[src/rtl/rf_pkg.sv]
package rf_pkg;
  localparam int DATA_W = 32;
  localparam int BYTE_W = 8;
  localparam int WORD_W = 16;
  localparam int IDX_W  = 3;
  localparam int FLAG_W = 4;

  typedef enum logic [1:0] {
    SZ_BYTE     = 2'd0,
    SZ_WORD     = 2'd1,
    SZ_LONG     = 2'd2,
    SZ_LONG_ALT = 2'd3
  } size_e;

  typedef enum logic {
    BANK_DATA = 1'b0,
    BANK_ADDR = 1'b1
  } bank_e;
endpackage

[src/rtl/rf_merge.sv]
module rf_merge
  import rf_pkg::*;
#(
  parameter int DW      = DATA_W,
  parameter bit IS_ADDR = 1'b0
) (
  input  logic [DW-1:0] old_val,
  input  logic [DW-1:0] new_val,
  input  logic [1:0]    size,
  output logic [DW-1:0] merged
);
  localparam int BW = BYTE_W;
  localparam int WW = WORD_W;

  generate
    if (IS_ADDR) begin : g_addr
      // narrow pointer writes are widened from the low half-word
      always_comb begin
        if (size == SZ_BYTE || size == SZ_WORD)
          merged = {{(DW-WW){new_val[WW-1]}}, new_val[WW-1:0]};
        else
          merged = new_val;
      end
      logic unused_old;
      assign unused_old = ^old_val;
    end else begin : g_data
      always_comb begin
        case (size)
          SZ_BYTE: merged = {old_val[DW-1:BW], new_val[BW-1:0]};
          SZ_WORD: merged = {old_val[DW-1:WW], new_val[WW-1:0]};
          default: merged = new_val;
        endcase
      end
    end
  endgenerate
endmodule

[src/rtl/rf_bank.sv]
module rf_bank
  import rf_pkg::*;
#(
  parameter int DW      = DATA_W,
  parameter int IW      = IDX_W,
  parameter bit IS_ADDR = 1'b0
) (
  input  logic          clk,
  input  logic          rst_n,
  input  logic          wr_en,
  input  logic [IW-1:0] wr_idx,
  input  logic [1:0]    wr_size,
  input  logic [DW-1:0] wr_data,
  input  logic [IW-1:0] ra_idx,
  output logic [DW-1:0] ra_data,
  input  logic [IW-1:0] rb_idx,
  output logic [DW-1:0] rb_data
);
  localparam int NREG = 1 << IW;

  logic [DW-1:0] regs [NREG];
  logic [DW-1:0] merged;

  rf_merge #(.DW(DW), .IS_ADDR(IS_ADDR)) merge_i (
    .old_val (regs[wr_idx]),
    .new_val (wr_data),
    .size    (wr_size),
    .merged  (merged)
  );

  always_ff @(posedge clk or negedge rst_n) begin
    if (!rst_n) begin
      for (int i = 0; i < NREG; i++) regs[i] <= '0;
    end else if (wr_en) begin
      regs[wr_idx] <= merged;
    end
  end

  // reads see the state before the edge
  assign ra_data = regs[ra_idx];
  assign rb_data = regs[rb_idx];

  generate
    if (IS_ADDR) begin : g_chk_addr
      p_addr_word_sext_r7: assert property (@(posedge clk) disable iff (!rst_n)
        (wr_en && wr_size == SZ_WORD) |=>
          regs[$past(wr_idx)] == {{(DW-WORD_W){$past(wr_data[WORD_W-1])}},
                                  $past(wr_data[WORD_W-1:0])});
    end else begin : g_chk_data
      p_byte_keeps_upper_r6: assert property (@(posedge clk) disable iff (!rst_n)
        (wr_en && wr_size == SZ_BYTE) |=>
          regs[$past(wr_idx)][DW-1:BYTE_W] == $past(regs[wr_idx][DW-1:BYTE_W]));
    end
  endgenerate
endmodule

[src/rtl/rf_ccr.sv]
module rf_ccr
  import rf_pkg::*;
#(
  parameter int FW = FLAG_W
) (
  input  logic          clk,
  input  logic          rst_n,
  input  logic          load,
  input  logic [FW-1:0] d,
  output logic [FW-1:0] q
);
  always_ff @(posedge clk or negedge rst_n) begin
    if (!rst_n)    q <= '0;
    else if (load) q <= d;
  end
endmodule

[src/rtl/split_regfile.sv]
module split_regfile
  import rf_pkg::*;
#(
  parameter int DW = DATA_W,
  parameter int IW = IDX_W,
  parameter int FW = FLAG_W
) (
  input  logic          clk,
  input  logic          rst_n,
  input  logic          rd0_bank,
  input  logic [IW-1:0] rd0_idx,
  output logic [DW-1:0] rd0_data,
  input  logic          rd1_bank,
  input  logic [IW-1:0] rd1_idx,
  output logic [DW-1:0] rd1_data,
  input  logic          wr_valid,
  input  logic          wr_bank,
  input  logic [IW-1:0] wr_idx,
  input  logic [1:0]    wr_size,
  input  logic [DW-1:0] wr_data,
  input  logic          wr_flag_en,
  input  logic [FW-1:0] flag_in,
  output logic [FW-1:0] flags_out
);
  localparam int NBANK = 2;

  logic [NBANK-1:0] bank_we;
  logic [DW-1:0]    ra_q [NBANK];
  logic [DW-1:0]    rb_q [NBANK];
  logic             flag_load;

  always_comb begin
    bank_we = '0;
    bank_we[wr_bank] = wr_valid;
  end

  generate
    for (genvar b = 0; b < NBANK; b++) begin : g_bank
      rf_bank #(.DW(DW), .IW(IW), .IS_ADDR(b == 1)) bank_i (
        .clk     (clk),
        .rst_n   (rst_n),
        .wr_en   (bank_we[b]),
        .wr_idx  (wr_idx),
        .wr_size (wr_size),
        .wr_data (wr_data),
        .ra_idx  (rd0_idx),
        .ra_data (ra_q[b]),
        .rb_idx  (rd1_idx),
        .rb_data (rb_q[b])
      );
    end
  endgenerate

  assign rd0_data = ra_q[rd0_bank];
  assign rd1_data = rb_q[rd1_bank];

  // only data-bank results may move the flags
  assign flag_load = wr_valid && wr_flag_en && (wr_bank == BANK_DATA);

  rf_ccr #(.FW(FW)) ccr_i (
    .clk   (clk),
    .rst_n (rst_n),
    .load  (flag_load),
    .d     (flag_in),
    .q     (flags_out)
  );

  p_flags_load_r4: assert property (@(posedge clk) disable iff (!rst_n)
    (wr_valid && wr_flag_en && wr_bank == BANK_DATA) |=> flags_out == $past(flag_in));

  p_addr_keeps_flags_r5: assert property (@(posedge clk) disable iff (!rst_n)
    (wr_valid && wr_bank == BANK_ADDR) |=> $stable(flags_out));

  p_idle_keeps_flags_r10: assert property (@(posedge clk) disable iff (!rst_n)
    (!wr_valid) |=> $stable(flags_out));
endmodule

[config.mk]
export PLATFORM = sky130hd
export DESIGN_NAME = split_regfile
export DESIGN_NICKNAME = d
export VERILOG_FILES = /design/src/rtl/rf_pkg.sv /design/src/rtl/rf_merge.sv /design/src/rtl/rf_bank.sv /design/src/rtl/rf_ccr.sv /design/src/rtl/split_regfile.sv
export SDC_FILE = /design/constraint.sdc
export NUM_CORES = 1
export LEC_CHECK = 0
export ABC_AREA = 1
export BUFFER_PORTS_ARGS = -buffer_cell sky130_fd_sc_hd__buf_2
export CAP_MARGIN = 15
export CORE_MARGIN = 1.5
export CORE_UTILIZATION = 41
export DETAILED_ROUTE_END_ITERATION = 8
export GPL_ROUTABILITY_DRIVEN = 0
export PLACE_DENSITY = 0.54
export SYNTH_ARGS = -nofsm -noshare
export SYNTH_HDL_FRONTEND = slang
export SYNTH_SLANG_ARGS = --single-unit
[constraint.sdc]
create_clock -name clk -period 5.1 [get_ports clk]
set_input_delay 1.02 -clock clk [delete_from_list [all_inputs] [get_ports clk]]
set_output_delay 1.02 -clock clk [all_outputs]
set_load 0.05 [all_outputs]
### Yosys cells after proc, flatten, opt, wreduce, memory -nomap -nowiden

Cells that the tools add are included.

* register bits: 516
* input bits: 54
* word-level logic and storage cells: 68

* $lt $le $gt $ge: 8
* equality and inequality tests: 1
* mux-type cells: 29
* bitwise gates (word level): 7
* reductions and logical operators: 6

Operators with widths (count)
* 32-bit 2-to-1 mux: 18
* 256-bit bitwise mux: 2
* 32-bit binary-select mux with 3-bit select: 5
* 32-bit demux with 3-bit select: 1
* 32-bit case mux with 2 select lines: 1
* 4-bit >= comparator (second input constant): 3
* 3-bit NOT with 4-bit output: 3
* 2-bit >= comparator (second input constant): 2
* 1-bit logical AND: 4
* 4-bit by 1-bit less-than comparator with 1-bit output (second input constant): 1
* 1-bit NOT with 2-bit output: 2
* 2-bit AND: 1
* 2-bit by 1-bit == test with 1-bit output (second input constant): 1
* 2-bit zero test: 1
* 1-bit by 2-bit less-than comparator with 1-bit output (second input constant): 1
* 1-bit demux with 1-bit select: 1
* 1-bit >= comparator (second input constant): 1
* 1-bit logical OR: 1
* 1-bit 2-to-1 mux: 1
* 1-bit NOT: 1

### Depth between registers and ports, before layout

* depth after elaboration: 7
* depth in mapped cells: 12
* gate-level depth less buffers: 11

### By module

Synthesis repeated with hierarchy kept, for this count alone.

* cell total of the unflattened synthesis: 6303
* area total of the unflattened synthesis: 36615.1 um^2

By module, submodules not included
* rf_bank: instances 2, cells an instance 2967, area each 17401.7 um^2, sequential area each 6406.1 um^2
* split_regfile: instances 1, cells an instance 214, area each 979.7 um^2, sequential area each 0.0 um^2
* rf_merge (g_bank[0].bank_i.merge_i): instances 1, cells an instance 85, area each 386.6 um^2, sequential area each 0.0 um^2
* rf_merge (g_bank[1].bank_i.merge_i): instances 1, cells an instance 53, area each 296.5 um^2, sequential area each 0.0 um^2
* rf_ccr: instances 1, cells an instance 17, area each 148.9 um^2, sequential area each 100.1 um^2

### Worst setup path after synthesis

OpenSTA, ideal clock, no wires.

* path type: input -> output
* from: in rd0_idx[0]
* to: out rd0_data[15]
* arrival: 2.325 ns
* slack: 1.755 ns
* stages: 7
* path buffers: 3
* cell sequence: buf_2 clkbuf_1 clkbuf_1 o211ai_1 nand3_1 nand3_1 nand2_1

* cells in the longest elaborated chain, start to end: 7
* elaborated cells between the ends (all ways): 10
* those cells by class: 9 x mux; 1 x bitwise

Ends and longest elaborated chain
* start: declaration: RTL line split_regfile.sv:11 `input logic [IW-1:0] rd0_idx,`
* 3-bit NOT with 4-bit output (implied by the code) (*): RTL line rf_bank.sv:40 `assign ra_data = regs[ra_idx];`
* 32-bit binary-select mux with 3-bit select: RTL line rf_bank.sv:40
* 32-bit 2-to-1 mux (implied by the code) (2 in a row): RTL line rf_bank.sv:40
* 32-bit 2-to-1 mux (implied by the code) (*) (3 in a row): RTL line split_regfile.sv:54 `assign rd0_data = ra_q[rd0_bank];`
* end: declaration: RTL line split_regfile.sv:12 `output logic [DW-1:0] rd0_data,`

Every way passes the cells marked *; elsewhere a longest branch is shown, timed or not. The select of a mux whose other input is x is not followed.

### Worst setup path in the final report

* from: in rd1_idx[2]
* to: out rd1_data[31]

* cells in the longest elaborated chain, start to end: 7
* elaborated cells between the ends (all ways): 10
* those cells by class: 9 x mux; 1 x bitwise

Ends and longest elaborated chain
* start: declaration: RTL line split_regfile.sv:14 `input logic [IW-1:0] rd1_idx,`
* 3-bit NOT with 4-bit output (implied by the code) (*): RTL line rf_bank.sv:41 `assign rb_data = regs[rb_idx];`
* 32-bit binary-select mux with 3-bit select: RTL line rf_bank.sv:41
* 32-bit 2-to-1 mux (implied by the code) (2 in a row): RTL line rf_bank.sv:41
* 32-bit 2-to-1 mux (implied by the code) (*) (3 in a row): RTL line split_regfile.sv:55 `assign rd1_data = rb_q[rd1_bank];`
* end: declaration: RTL line split_regfile.sv:15 `output logic [DW-1:0] rd1_data,`

Marks and branches as above.

==> reports/results.md <==
| Metric | Value |
|---|---|
| Required time of the critical path | 4080 ps |
| Clock sink count | 516 |
| Final-report hold violation count | 0 |
| Launching point of the worst reg2reg path | g_bank[0].bank_i.regs[48] |
| Net switching power | 4.67 mW |
| Library cell used as clock root buffer | sky130_fd_sc_hd__clkbuf_16 |
| H-tree depth | 3 |
| Via count of the first global-routing pass | 28,200 |
| Peak supply drop | 0.275 mV |
| Clk Latency, worst-skew pair | 610 ps |
| Number of setup violations in the final report | 0 |
| Library cell appearing most often on the critical path | sky130_fd_sc_hd__nand3_1 |
| Count of mapped cells out of synthesis | 4,458 |
| Initial antenna violation count | 0 |
| Max-cap violations | 0 |
| Minimum clock period after layout | 4070 ps |
| Combinational fraction of design power | 0.238 |
| DRC violation count after routing | 0 |
| Setup repair after global routing missed its margin | false |
| Critical-path cell with the highest stage delay | sky130_fd_sc_hd__clkinv_2 |
| Relative contribution of sequential cells to total power | 0.408 |
| Hold buffer count at CTS | 0 |
| Internal power component | 8.93 mW |
| Worst slew margin relative to its limit | 0.117 |
| Setup slack of the worst register-to-register path | 3690 ps |
| Number of setup buffers added after CTS | 0 |
| Worst setup path startpoint | rd1_idx[2] |
| WP depth | 6 |
| Die X-Extent | 277 µm |
| Largest incremental delay on the critical path | 700 ps |
| First-pass GRT wire length | 181,000 µm |
| Area delta synth->final | 11.6% |
| Die ar. | 0.0769 mm² |
| Fraction of final layout cells sized beyond drive strength 1 | 0.0829 |
| FF-to-FF path depth | 10 |
| Overall power of the completed layout | 13.6 mW |
| Clock-pin slew on the worst setup and hold paths | 60 ps |
| Synthesis Warnings | 0 |
| Final Max Slew Viols | 0 |
| Part of the power in the clock network | 0.354 |
| Via count of the routed design | 30,600 |
| Post-Syn Area | 0.0308 mm² |
| Status | completed |
| Max Clock Freq | 0.246 GHz |
| Chain of cells forming the critical path | buf_4 -> clkinv_2 -> nand3_1 -> nand3_1 -> nand2_1 -> buf_2 |
| Largest net degree at the start of global routing | 113 |
| Worst Tran Pin Value | 1320 ps |
| Power per Cell Area | 395 mW/mm² |
| Placement Rows | 100 |
| Post-Synthesis Mean Instance Area | 6.92 µm² |
| Resize count post-CTS | 0 |
| Data arrival, critical path | 3050 ps |
| Ports | 122 |
| Standard cell core area | 0.0744 mm² |
| Portion of synthesized cell area occupied by the leading cell type | 0.419 |
| Cell types with the largest area share after synthesis | sky130_fd_sc_hd__dfrtp_1 42%, sky130_fd_sc_hd__nand2_1 20%, sky130_fd_sc_hd__o21ai_0 7.7% |
| Endpoint type of the worst setup path | output port |
| Category of cells accounting for the largest share of critical-path delay | buffers and inverters |
| Clock Path Buffers | 3 |
| Overflow after GRT | 0 |
| Initial cell density of the core | 0.414 |
| Largest area contributor in the synthesized netlist | sky130_fd_sc_hd__dfrtp_1 |
| Net switching share of the total power | 0.343 |
| First-pass iteration count of the detailed router | 5 |
| Antenna Violating Nets Remaining | 0 |
| Syn_nets | 4,512 |
| Path type of the worst setup path | primary input to output port |
| Setup clock skew after layout | 13.3 ps |
| Die Ht | 277 µm |
| Number of port buffers | 121 |
| Critical path endpoint | rd1_data[31] |
| All-Layer GR Usage | 0.307 |
| Maximum net fanout on the critical path | 29 |
| Number of buffers created by CTS | 67 |
| Half-perimeter wire length after detailed placement | 69,200 µm |
| Wire length after detailed routing | 119,000 µm |
| Total Nets Final | 4,435 |
| Post-DR wirelength/cell | 22.0 µm |
| Class of the tightest hold or removal check | primary input to asynchronous set/reset pin |
| Clock tree from TritonCTS | yes |
| Number of design-rule violations left by the first detailed-router iteration | 3,685 |
| Total negative setup slack | 0 ps |
| #FFs+latches synth | 516 |
| Number of distinct library cell variants in the gate-level netlist after synthesis | 28 |
| Startpoint class of the critical path | primary input |
| Final clock period utilization by the worst path | 0.798 |
| Buffer and inverter count on the worst path | 3 |
| Sequential share of the synthesized area | 0.419 |
| Leakage power figure | 16.5 nW |
| Via density | 5.67 |
| Worst R2R End | g_bank[0].bank_i.regs[16] |
## final cells by class
type,instances,area (µm²)
fillers,7559,40000
clock buffers,104,2060
clock inverters,9,128
repair buffers,212,1700
well taps,969,1210
diodes,1,2.50
multi-input cells,3283,15300
inverters,301,1130
flip-flops and latches,516,12900
## synth_stat cells, drive strengths merged
master / count
a31oi: 48
nand3: 466
nor3: 1
o21ai: 527
nor2: 80
a21oi: 257
dfrtp: 516
clkbuf: 179
nand4: 5
clkinv: 2
nand2: 1639
buf: 179
o211ai: 256
inv: 299
mux2: 4
## how the worst min path moves through the flow
stage / from / endpoint / slack (ps) / depth (start not counted)
detailed placement: g_bank[0].bank_i.regs[200] / g_bank[0].bank_i.regs[200] / 470 / 2
finish: rst_n / g_bank[1].bank_i.regs[103] / 400 / 1
global route: rst_n / g_bank[1].bank_i.regs[103] / 450 / 1
global placement: g_bank[0].bank_i.regs[202] / g_bank[0].bank_i.regs[202] / 460 / 2
CTS: rst_n / g_bank[1].bank_i.regs[103] / 440 / 1
floorplan: g_bank[0].bank_i.regs[140] / g_bank[0].bank_i.regs[140] / 450 / 2
## power by group through the flow
| stage | Combinational [mW] | Clock (mW) | Sequential (mW) |
|---|---|---|---|
| floorplan | 2.34 | 0 | 5.46 |
| global placement | 3.18 | 0 | 5.60 |
| detailed placement | 3.22 | 0 | 5.60 |
| CTS | 3.23 | 4.87 | 5.54 |
| global route | 3.66 | 5.05 | 5.67 |
| finish | 3.24 | 4.81 | 5.55 |
## flip-flops by register name, summed over array words and instances (netlist names)
register and flops:
ccr_i.q 4, g_bank.bank_i.regs 512
## worst register-to-register path, stage by stage (launching register included)
cell	delay [ps]
sky130_fd_sc_hd__dfrtp_1	420
sky130_fd_sc_hd__nand2_1	90
sky130_fd_sc_hd__nand2_1	70
sky130_fd_sc_hd__nand2_1	60
sky130_fd_sc_hd__nand2_1	60
sky130_fd_sc_hd__nand2_1	50
sky130_fd_sc_hd__nand2_1	50
sky130_fd_sc_hd__nand2_1	60
sky130_fd_sc_hd__nand2_1	230
sky130_fd_sc_hd__nand2_1	140
sky130_fd_sc_hd__nand2_1	60
## through the flow
step                      cell area (µm²)  worst slack, ps  utilization  hold slack, ps  std cells
after floorplan                     30800             1750            -             449       4458
final                               34400             1030        0.462             396       5395
after CTS                           34400             1090        0.462             438       5394
after global placement              32200             1100        0.433             465       5281
after global routing                34400              985        0.462             452       5394
after detailed placement            32200             1090        0.433             467       5281
## layer usage
| layer | track usage | routed length [µm] | up-vias |
|---|---|---|---|
| li1 | - | - | 14600 |
| met1 | 0.456 | 54200 | 14600 |
| met2 | 0.463 | 51800 | 1240 |
| met3 | 0.0482 | 9490 | 168 |
| met4 | 0.0793 | 3030 | 0 |
| met5 | 0 | 0 | - |
## cell usage in the layout, fill, tap and decap left out, drive strengths merged
| cell | synthesis | layout |
|---|---|---|
| a21oi | 257 | 257 |
| a31oi | 48 | 48 |
| buf | 179 | 212 |
| bufinv | 0 | 3 |
| clkbuf | 179 | 104 |
| clkinv | 2 | 10 |
| dfrtp | 516 | 516 |
| diode | 0 | 1 |
| inv | 299 | 297 |
| mux2 | 4 | 4 |
| nand2 | 1639 | 1639 |
| nand3 | 466 | 466 |
| nand4 | 5 | 5 |
| nor2 | 80 | 80 |
| nor3 | 1 | 1 |
| o211ai | 256 | 256 |
| o21ai | 527 | 527 |
## cells by family (layout without fill, tap and decap cells)
group           after synthesis  count (layout)  synth area share
buf+inv                     659             626            0.0874
mux                           4               4           0.00146
compound gates             1088            1088             0.199
other cells                   0               1                 0
simple gates               2191            2191             0.293
flops                       516             516             0.419
Power figures use the tool's default switching activity.
